===== src/rtl/perfmon_pkg.sv =====
package perfmon_pkg;

    localparam int CNT_W       = 32;
    localparam int NUM_SLICES  = 2;
    localparam int DATA_W      = CNT_W * NUM_SLICES;
    localparam int EVT_W       = 6;
    localparam int ADDR_W      = 2;
    localparam int NUM_STROBES = 5;

    // slice indices inside the packed counter word
    localparam int SLICE_LO = 0;
    localparam int SLICE_UP = 1;

    // control word layout
    localparam int USR_EN_BIT = 0;
    localparam int SUP_EN_BIT = 1;
    localparam int LO_EVT_LSB = 4;
    localparam int UP_EVT_LSB = 11;

    // strobe positions
    localparam int STB_CYCLE   = 0;
    localparam int STB_RETIRE  = 1;
    localparam int STB_DC_ACC  = 2;
    localparam int STB_DC_MISS = 3;
    localparam int STB_DUMMY   = 4;

    // event codes
    localparam logic [EVT_W-1:0] EVT_CYCLES  = 6'h00;
    localparam logic [EVT_W-1:0] EVT_RETIRED = 6'h01;
    localparam logic [EVT_W-1:0] EVT_CACHE   = 6'h09;
    localparam logic [EVT_W-1:0] PARK_UP     = 6'h1C;
    localparam logic [EVT_W-1:0] PARK_LO     = 6'h14;

    typedef logic [CNT_W-1:0] count_t;

    typedef enum logic [ADDR_W-1:0] {
        REG_CTRL   = 2'd0,
        REG_COUNT  = 2'd1,
        REG_STATUS = 2'd2,
        REG_NONE   = 2'd3
    } reg_sel_e;

    typedef struct packed {
        logic [EVT_W-1:0] up_evt;
        logic [EVT_W-1:0] lo_evt;
        logic             sup_en;
        logic             usr_en;
    } ctrl_t;

    function automatic ctrl_t ctrl_reset_value();
        ctrl_t c;
        c.up_evt = PARK_UP;
        c.lo_evt = PARK_LO;
        c.sup_en = 1'b0;
        c.usr_en = 1'b0;
        return c;
    endfunction

    function automatic logic [DATA_W-1:0] ctrl_to_word(ctrl_t c);
        logic [DATA_W-1:0] w;
        w = '0;
        w[UP_EVT_LSB +: EVT_W] = c.up_evt;
        w[LO_EVT_LSB +: EVT_W] = c.lo_evt;
        w[SUP_EN_BIT]          = c.sup_en;
        w[USR_EN_BIT]          = c.usr_en;
        return w;
    endfunction

    // Maps an event code to the strobe it follows on one slice.
    function automatic logic [NUM_STROBES-1:0] event_mask(logic [EVT_W-1:0] code,
                                                          logic upper);
        logic [NUM_STROBES-1:0] m;
        m = '0;
        case (code)
            EVT_CYCLES:  m[STB_CYCLE]  = 1'b1;
            EVT_RETIRED: m[STB_RETIRE] = 1'b1;
            EVT_CACHE:   m[upper ? STB_DC_MISS : STB_DC_ACC] = 1'b1;
            default: begin
                if ((upper && code == PARK_UP) || (!upper && code == PARK_LO))
                    m[STB_DUMMY] = 1'b1;
            end
        endcase
        return m;
    endfunction

endpackage


===== src/rtl/pmu_event_select.sv =====
module pmu_event_select
    import perfmon_pkg::*;
#(
    parameter bit IS_UPPER = 1'b0
) (
    input  logic [EVT_W-1:0]       code,
    input  logic [NUM_STROBES-1:0] strobes,
    output logic                   hit
);

    logic [NUM_STROBES-1:0] sel_mask;

    generate
        if (IS_UPPER) begin : g_upper
            assign sel_mask = event_mask(code, 1'b1);
        end else begin : g_lower
            assign sel_mask = event_mask(code, 1'b0);
        end
    endgenerate

    assign hit = |(sel_mask & strobes);


    unmapped_code_chk: assert final ($countones(sel_mask) <= 1);

endmodule


===== src/rtl/pmu_count_slice.sv =====
module pmu_count_slice
    import perfmon_pkg::*;
(
    input  logic   clk,
    input  logic   rst,
    input  logic   load,
    input  count_t load_val,
    input  logic   inc,
    output count_t cnt,
    output logic   wrap
);

    assign wrap = inc && !load && (cnt == '1);

    always_ff @(posedge clk) begin
        if (rst)
            cnt <= '0;
        else if (load)
            cnt <= load_val;
        else if (inc)
            cnt <= cnt + 1'b1;
    end


    preload_chk: assert property (@(posedge clk) disable iff (rst)
        load |=> (cnt == $past(load_val)));


    single_step_chk: assert property (@(posedge clk) disable iff (rst)
        !load |=> ((cnt == $past(cnt)) || (cnt == $past(cnt) + 1'b1)));

endmodule


===== src/rtl/pmu_ctrl_regs.sv =====
module pmu_ctrl_regs
    import perfmon_pkg::*;
(
    input  logic                  clk,
    input  logic                  rst,
    input  logic                  ctrl_wr,
    input  ctrl_t                 ctrl_wdata,
    input  logic                  stat_wr,
    input  logic [NUM_SLICES-1:0] stat_clr,
    input  logic [NUM_SLICES-1:0] wrap,
    output ctrl_t                 ctrl,
    output logic [NUM_SLICES-1:0] status
);

    logic [NUM_SLICES-1:0] clr_mask;

    assign clr_mask = stat_wr ? stat_clr : '0;

    always_ff @(posedge clk) begin
        if (rst) begin
            ctrl   <= ctrl_reset_value();
            status <= '0;
        end else begin
            if (ctrl_wr)
                ctrl <= ctrl_wdata;
            status <= (status & ~clr_mask) | wrap;
        end
    end


    reset_park_chk: assert property (@(posedge clk)
        rst |=> (ctrl.up_evt == PARK_UP && ctrl.lo_evt == PARK_LO &&
                 !ctrl.usr_en && !ctrl.sup_en && status == '0));


    wrap_sets_chk: assert property (@(posedge clk) disable iff (rst)
        (wrap != '0) |=> ((status & $past(wrap)) == $past(wrap)));


    status_hold_chk: assert property (@(posedge clk) disable iff (rst)
        (!stat_wr && wrap == '0) |=> $stable(status));

endmodule


===== src/rtl/perf_counter_unit.sv =====
module perf_counter_unit
    import perfmon_pkg::*;
(
    input  logic                   clk,
    input  logic                   rst,
    input  logic [ADDR_W-1:0]      reg_addr,
    input  logic                   reg_wr,
    input  logic [DATA_W-1:0]      reg_wdata,
    output logic [DATA_W-1:0]      reg_rdata,
    input  logic                   priv_mode,
    input  logic [NUM_STROBES-1:0] event_strobe,
    output logic                   irq
);

    reg_sel_e                         sel;
    logic                             wr_ctrl;
    logic                             wr_count;
    logic                             wr_status;
    ctrl_t                            ctrl;
    ctrl_t                            ctrl_wdata;
    logic [NUM_SLICES-1:0]            status;
    logic [NUM_SLICES-1:0]            wrap;
    logic [NUM_SLICES-1:0]            hit;
    logic [NUM_SLICES-1:0]            inc;
    logic [NUM_SLICES-1:0][CNT_W-1:0] cnt_q;
    logic                             mode_en;

    assign sel       = reg_sel_e'(reg_addr);
    assign wr_ctrl   = reg_wr && (sel == REG_CTRL);
    assign wr_count  = reg_wr && (sel == REG_COUNT);
    assign wr_status = reg_wr && (sel == REG_STATUS);

    assign ctrl_wdata.up_evt = reg_wdata[UP_EVT_LSB +: EVT_W];
    assign ctrl_wdata.lo_evt = reg_wdata[LO_EVT_LSB +: EVT_W];
    assign ctrl_wdata.sup_en = reg_wdata[SUP_EN_BIT];
    assign ctrl_wdata.usr_en = reg_wdata[USR_EN_BIT];

    // shared privilege gate for both slices
    assign mode_en = priv_mode ? ctrl.sup_en : ctrl.usr_en;

    pmu_ctrl_regs i_ctrl_regs (
        .clk        (clk),
        .rst        (rst),
        .ctrl_wr    (wr_ctrl),
        .ctrl_wdata (ctrl_wdata),
        .stat_wr    (wr_status),
        .stat_clr   (reg_wdata[NUM_SLICES-1:0]),
        .wrap       (wrap),
        .ctrl       (ctrl),
        .status     (status)
    );

    generate
        for (genvar g = 0; g < NUM_SLICES; g++) begin : g_slice
            localparam bit UPPER = (g == SLICE_UP);
            logic [EVT_W-1:0] code;

            assign code = UPPER ? ctrl.up_evt : ctrl.lo_evt;

            pmu_event_select #(.IS_UPPER(UPPER)) i_sel (
                .code    (code),
                .strobes (event_strobe),
                .hit     (hit[g])
            );

            assign inc[g] = mode_en && hit[g];

            pmu_count_slice i_cnt (
                .clk      (clk),
                .rst      (rst),
                .load     (wr_count),
                .load_val (reg_wdata[g*CNT_W +: CNT_W]),
                .inc      (inc[g]),
                .cnt      (cnt_q[g]),
                .wrap     (wrap[g])
            );
        end
    endgenerate

    always_comb begin
        case (sel)
            REG_CTRL:   reg_rdata = ctrl_to_word(ctrl);
            REG_COUNT:  reg_rdata = cnt_q;
            REG_STATUS: reg_rdata = {{(DATA_W-NUM_SLICES){1'b0}}, status};
            default:    reg_rdata = '0;
        endcase
    end

    assign irq = |status;


    all_off_hold_chk: assert property (@(posedge clk) disable iff (rst)
        (!ctrl.usr_en && !ctrl.sup_en && !wr_count) |=> $stable(cnt_q));


    irq_cause_chk: assert property (@(posedge clk) disable iff (rst)
        $rose(irq) |-> ($past(wrap) != '0));

endmodule


===== config.mk =====
export PLATFORM = sky130hd
export DESIGN_NAME = perf_counter_unit
export DESIGN_NICKNAME = d
export VERILOG_FILES = /design/src/rtl/perfmon_pkg.sv /design/src/rtl/pmu_event_select.sv /design/src/rtl/pmu_count_slice.sv /design/src/rtl/pmu_ctrl_regs.sv /design/src/rtl/perf_counter_unit.sv
export SDC_FILE = /design/constraint.sdc
export NUM_CORES = 1
export LEC_CHECK = 0
export BUFFER_PORTS_ARGS = -buffer_cell sky130_fd_sc_hd__buf_2
export CAP_MARGIN = 0
export CORE_UTILIZATION = 58
export CTS_BUF_LIST = sky130_fd_sc_hd__clkbuf_4 sky130_fd_sc_hd__clkbuf_8
export DETAILED_ROUTE_END_ITERATION = 10
export PLACE_DENSITY = 0.88
export SYNTH_ARGS = -nofsm -noshare
export SYNTH_HDL_FRONTEND = slang
export SYNTH_SLANG_ARGS = --single-unit

===== constraint.sdc =====
create_clock -name clk -period 3.55 [get_ports clk]
set_input_delay 0.1775 -clock clk [delete_from_list [all_inputs] [get_ports clk]]
set_output_delay 0.1775 -clock clk [all_outputs]
set_load 0.05 [all_outputs]

==> impl_metrics.env <==
export IMPL_cp_max_fo=5
export IMPL_yosysUniqueCellTypes=48
export IMPL_globalplace_congestion=0.953
export IMPL_tightest_slew_ps=1190
export IMPL_syn_nets=687
export IMPL_area_growth_pct=17.9
export IMPL_fin_skew_ps=12.1
export IMPL_max_cap_violations=0
export IMPL_netlist_area_leader_share=0.327
export IMPL_r2r_start="g_slice[0].i_cnt.cnt[0]$_SDFFE_PP0P_"
export IMPL_fin_nets=800
export IMPL_dpl_instance_area_um2=5580
export IMPL_yosysTopAreaCell="dfxtp_1"
export IMPL_synth_edf_count=0
export IMPL_crit_type="reg2reg"
export IMPL_drive_above_1_share=0.257
export IMPL_cts_setup_buffers=0
export IMPL_clkPwrFrac=0.337
export IMPL_tritoncts="built"
export IMPL_numCtsBuffers=9
export IMPL_grt_antenna_before_repair=0
export IMPL_ant_nets=0
export IMPL_reg2reg_depth=7
export IMPL_hold_class="in2reg"
export IMPL_crit_arrival_ps=2780
export IMPL_synth_area_um2=4890
export IMPL_p_comb_frac=0.154
export IMPL_ys_flop_type="dfxtp_1"
export IMPL_grt_pass1_wl_um=21000
export IMPL_setup_viol=0
export IMPL_switching_share=0.299
export IMPL_initial_core_util=0.598
export IMPL_drt_pass1_iterations=5
export IMPL_async_flop_share=0
export IMPL_power_switching_mw=0.586
export IMPL_r2r_end="i_ctrl_regs.status[0]$_SDFF_PP0_"
export IMPL_fin_area_um2=5770
export IMPL_startpoint_type="flip-flop"
export IMPL_p_seq_frac=0.508
export IMPL_hpwlAfterDp_um=9180
export IMPL_post_place_cells=817
export IMPL_grt_max_degree=124
export IMPL_grt_pass1_vias=4423
export IMPL_whs_ps=35.2
export IMPL_p_int_mw=1.37
export IMPL_ir_worst_vdd_mv=0.213
export IMPL_outcome="finished, final reports clean"
export IMPL_io_buffers=139
export IMPL_cts_root_buf="clkbuf_8"
export IMPL_diodes=0
export IMPL_cts_resized=0
export IMPL_drt_iter0_drc=288
export IMPL_synth_top_cells_by_area="dfxtp_1 33%, a211oi_1 7.2%, xnor2_1 7.2%"
export IMPL_seq_area_frac_synth=0.327
export IMPL_wl_per_cell_um=15.7
export IMPL_rsz0062_at_grt="no"
export IMPL_worstHoldStart="reg_wdata[61]"
export IMPL_slew_viol_final=0
export IMPL_synth_seq_cells=80
export IMPL_fin_crit_sh=0.700
export IMPL_core_um2=8180
export IMPL_clock_sinks=80
export IMPL_syn_instance_count=610
export IMPL_track_usage=0.303
export IMPL_synth_warnings=0
export IMPL_vias_per_cell=5.79
export IMPL_dr_total_vias=4819
export IMPL_clock_path_buffers=2
export IMPL_htreeDepth=3
export IMPL_io_pins=140
export IMPL_max_freq_ghz=0.402
export IMPL_min_period_ps=2490
export IMPL_wl_um=13000
export IMPL_avgSynthCellArea_um2=8.02
export IMPL_power_density_nw_per_um2=340
export IMPL_reg2reg_slack_ps=1060
export IMPL_clkSlewWorstSetupHoldPaths_ps=80
export IMPL_end_kind="flip-flop"
export IMPL_clk_latency_ps=360
export IMPL_hold_viol=0
export IMPL_min_to="g_slice[1].i_cnt.cnt[29]$_SDFFE_PP0P_"
export IMPL_die_area_um2=8800
export IMPL_die_h_um=93.8
export IMPL_crit_required_ps=3840
export IMPL_drc=0
export IMPL_fin_cells=832
export IMPL_cts_hold_buffers_added=0
export IMPL_power_leakage_nw=2.29
export IMPL_fp_row_count=33
export IMPL_grt_overflow=0
export IMPL_die_x_um=93.8
export IMPL_slew_headroom=0.204
export IMPL_worstHoldPathCells=3
export IMPL_tns_ps=0
==> layout by cell type (no fill, tap or decap), drive strengths merged, types with 7 or more instances in the layout <==
cell / instances
or3: 8
and2: 54
a21oi: 14
nor3: 17
o21ai: 11
buf: 142
xor2: 16
xnor2: 40
nor2: 87
a211oi: 53
mux2i: 16
nor4: 13
and4: 8
nand2: 60
inv: 12
dfxtp: 80
and3: 7
clkbuf: 9
nand4: 13
nand3: 20
==> sequential cells by signal (all words and copies together) (netlist names) <==
| register | cells |
|---|---|
| g_slice.i_cnt.cnt | 64 |
| i_ctrl_regs.ctrl | 14 |
| i_ctrl_regs.status | 2 |
==> critical path: stages (launching register included) <==
cell	delay, ps
dfxtp_1	420
ha_1	270
or3b_1	360
nor4_1	330
o2111ai_1	390
nor2_1	270
nand4_1	180
a21oi_1	210
==> Yosys cell counts, types with 3 or more instances <==
master / count
nor4_1: 5
a211oi_1: 47
nor4b_2: 3
nand4_1: 13
and4_1: 8
a211oi_2: 6
a311oi_1: 5
nor4_2: 8
nor2_1: 87
mux2i_1: 16
clkbuf_1: 33
a21oi_1: 14
xor2_1: 16
nand3b_1: 4
nand3_1: 20
xnor2_1: 40
o2111ai_1: 4
o21ai_0: 8
nor2b_1: 4
or3_1: 8
and3_1: 7
nor3_2: 3
o21a_1: 3
inv_1: 12
nand2_1: 60
dfxtp_1: 80
and2_1: 54
nor3_1: 14
==> metrics by stage <==
stage                      util  setup WS (ps)  power [mW]
after global placement    0.683           1230        1.30
after global routing      0.706            789        2.03
after CTS                 0.706           1070        1.96
final                     0.706           1060        1.96
after detailed placement  0.683           1080        1.31
after floorplan               -           1600        1.21
==> worst max path at each step <==
stage	startpoint	end	slack, ps	depth (start not counted)
after floorplan	g_slice[0].i_cnt.cnt[0]$_SDFFE_PP0P_	g_slice[0].i_cnt.cnt[30]$_SDFFE_PP0P_	1600	7
after global routing	i_ctrl_regs.ctrl[0]$_SDFFE_PP0P_	g_slice[0].i_cnt.cnt[15]$_SDFFE_PP0P_	790	6
after global placement	g_slice[0].i_cnt.cnt[0]$_SDFFE_PP0P_	i_ctrl_regs.status[0]$_SDFF_PP0_	1230	7
after detailed placement	i_ctrl_regs.ctrl[1]$_SDFFE_PP0P_	g_slice[0].i_cnt.cnt[17]$_SDFFE_PP0P_	1080	6
final	g_slice[0].i_cnt.cnt[0]$_SDFFE_PP0P_	i_ctrl_regs.status[0]$_SDFF_PP0_	1060	7
after CTS	i_ctrl_regs.ctrl[1]$_SDFFE_PP0P_	g_slice[0].i_cnt.cnt[17]$_SDFFE_PP0P_	1070	6
==> layout make-up <==
class	instances	area (um^2)
clock buffers	9	124
clock inverters	6	61.3
fillers	677	2410
inverters	12	45.0
multi-input cells	478	3090
flip-flops and latches	80	1600
well taps	105	131
repair buffers	142	718
==> power by group through the flow <==
stage	logic [mW]	clock network [mW]	registers, mW
floorplan	0.211	0	0.999
global placement	0.293	0	1.01
detailed placement	0.299	0	1.01
CTS	0.301	0.664	0.994
global route	0.326	0.706	1.00
finish	0.303	0.661	0.996
==> per-layer routing <==
metal  global-route usage  wire, um  vias to the layer above
met2                0.490      6060                      208
met5                    0         0                        -
met1                0.400      5770                     2214
met4                0.127       308                        0
li1                     -         -                     2369
met3               0.0453       892                       28
==> kinds of logic after synthesis <==
family | after synthesis | synth area share
AO/OA/AOI/OAI | 101 | 0.163
AND/OR/NAND/NOR | 303 | 0.328
flip-flops | 80 | 0.327
XOR/XNOR | 56 | 0.100
buffers and inverters | 52 | 0.0435
adder cells (fa/ha/maj) | 2 | 0.00512
multiplexers | 16 | 0.0327
Note: power is estimated with default switching activity, not from simulation.
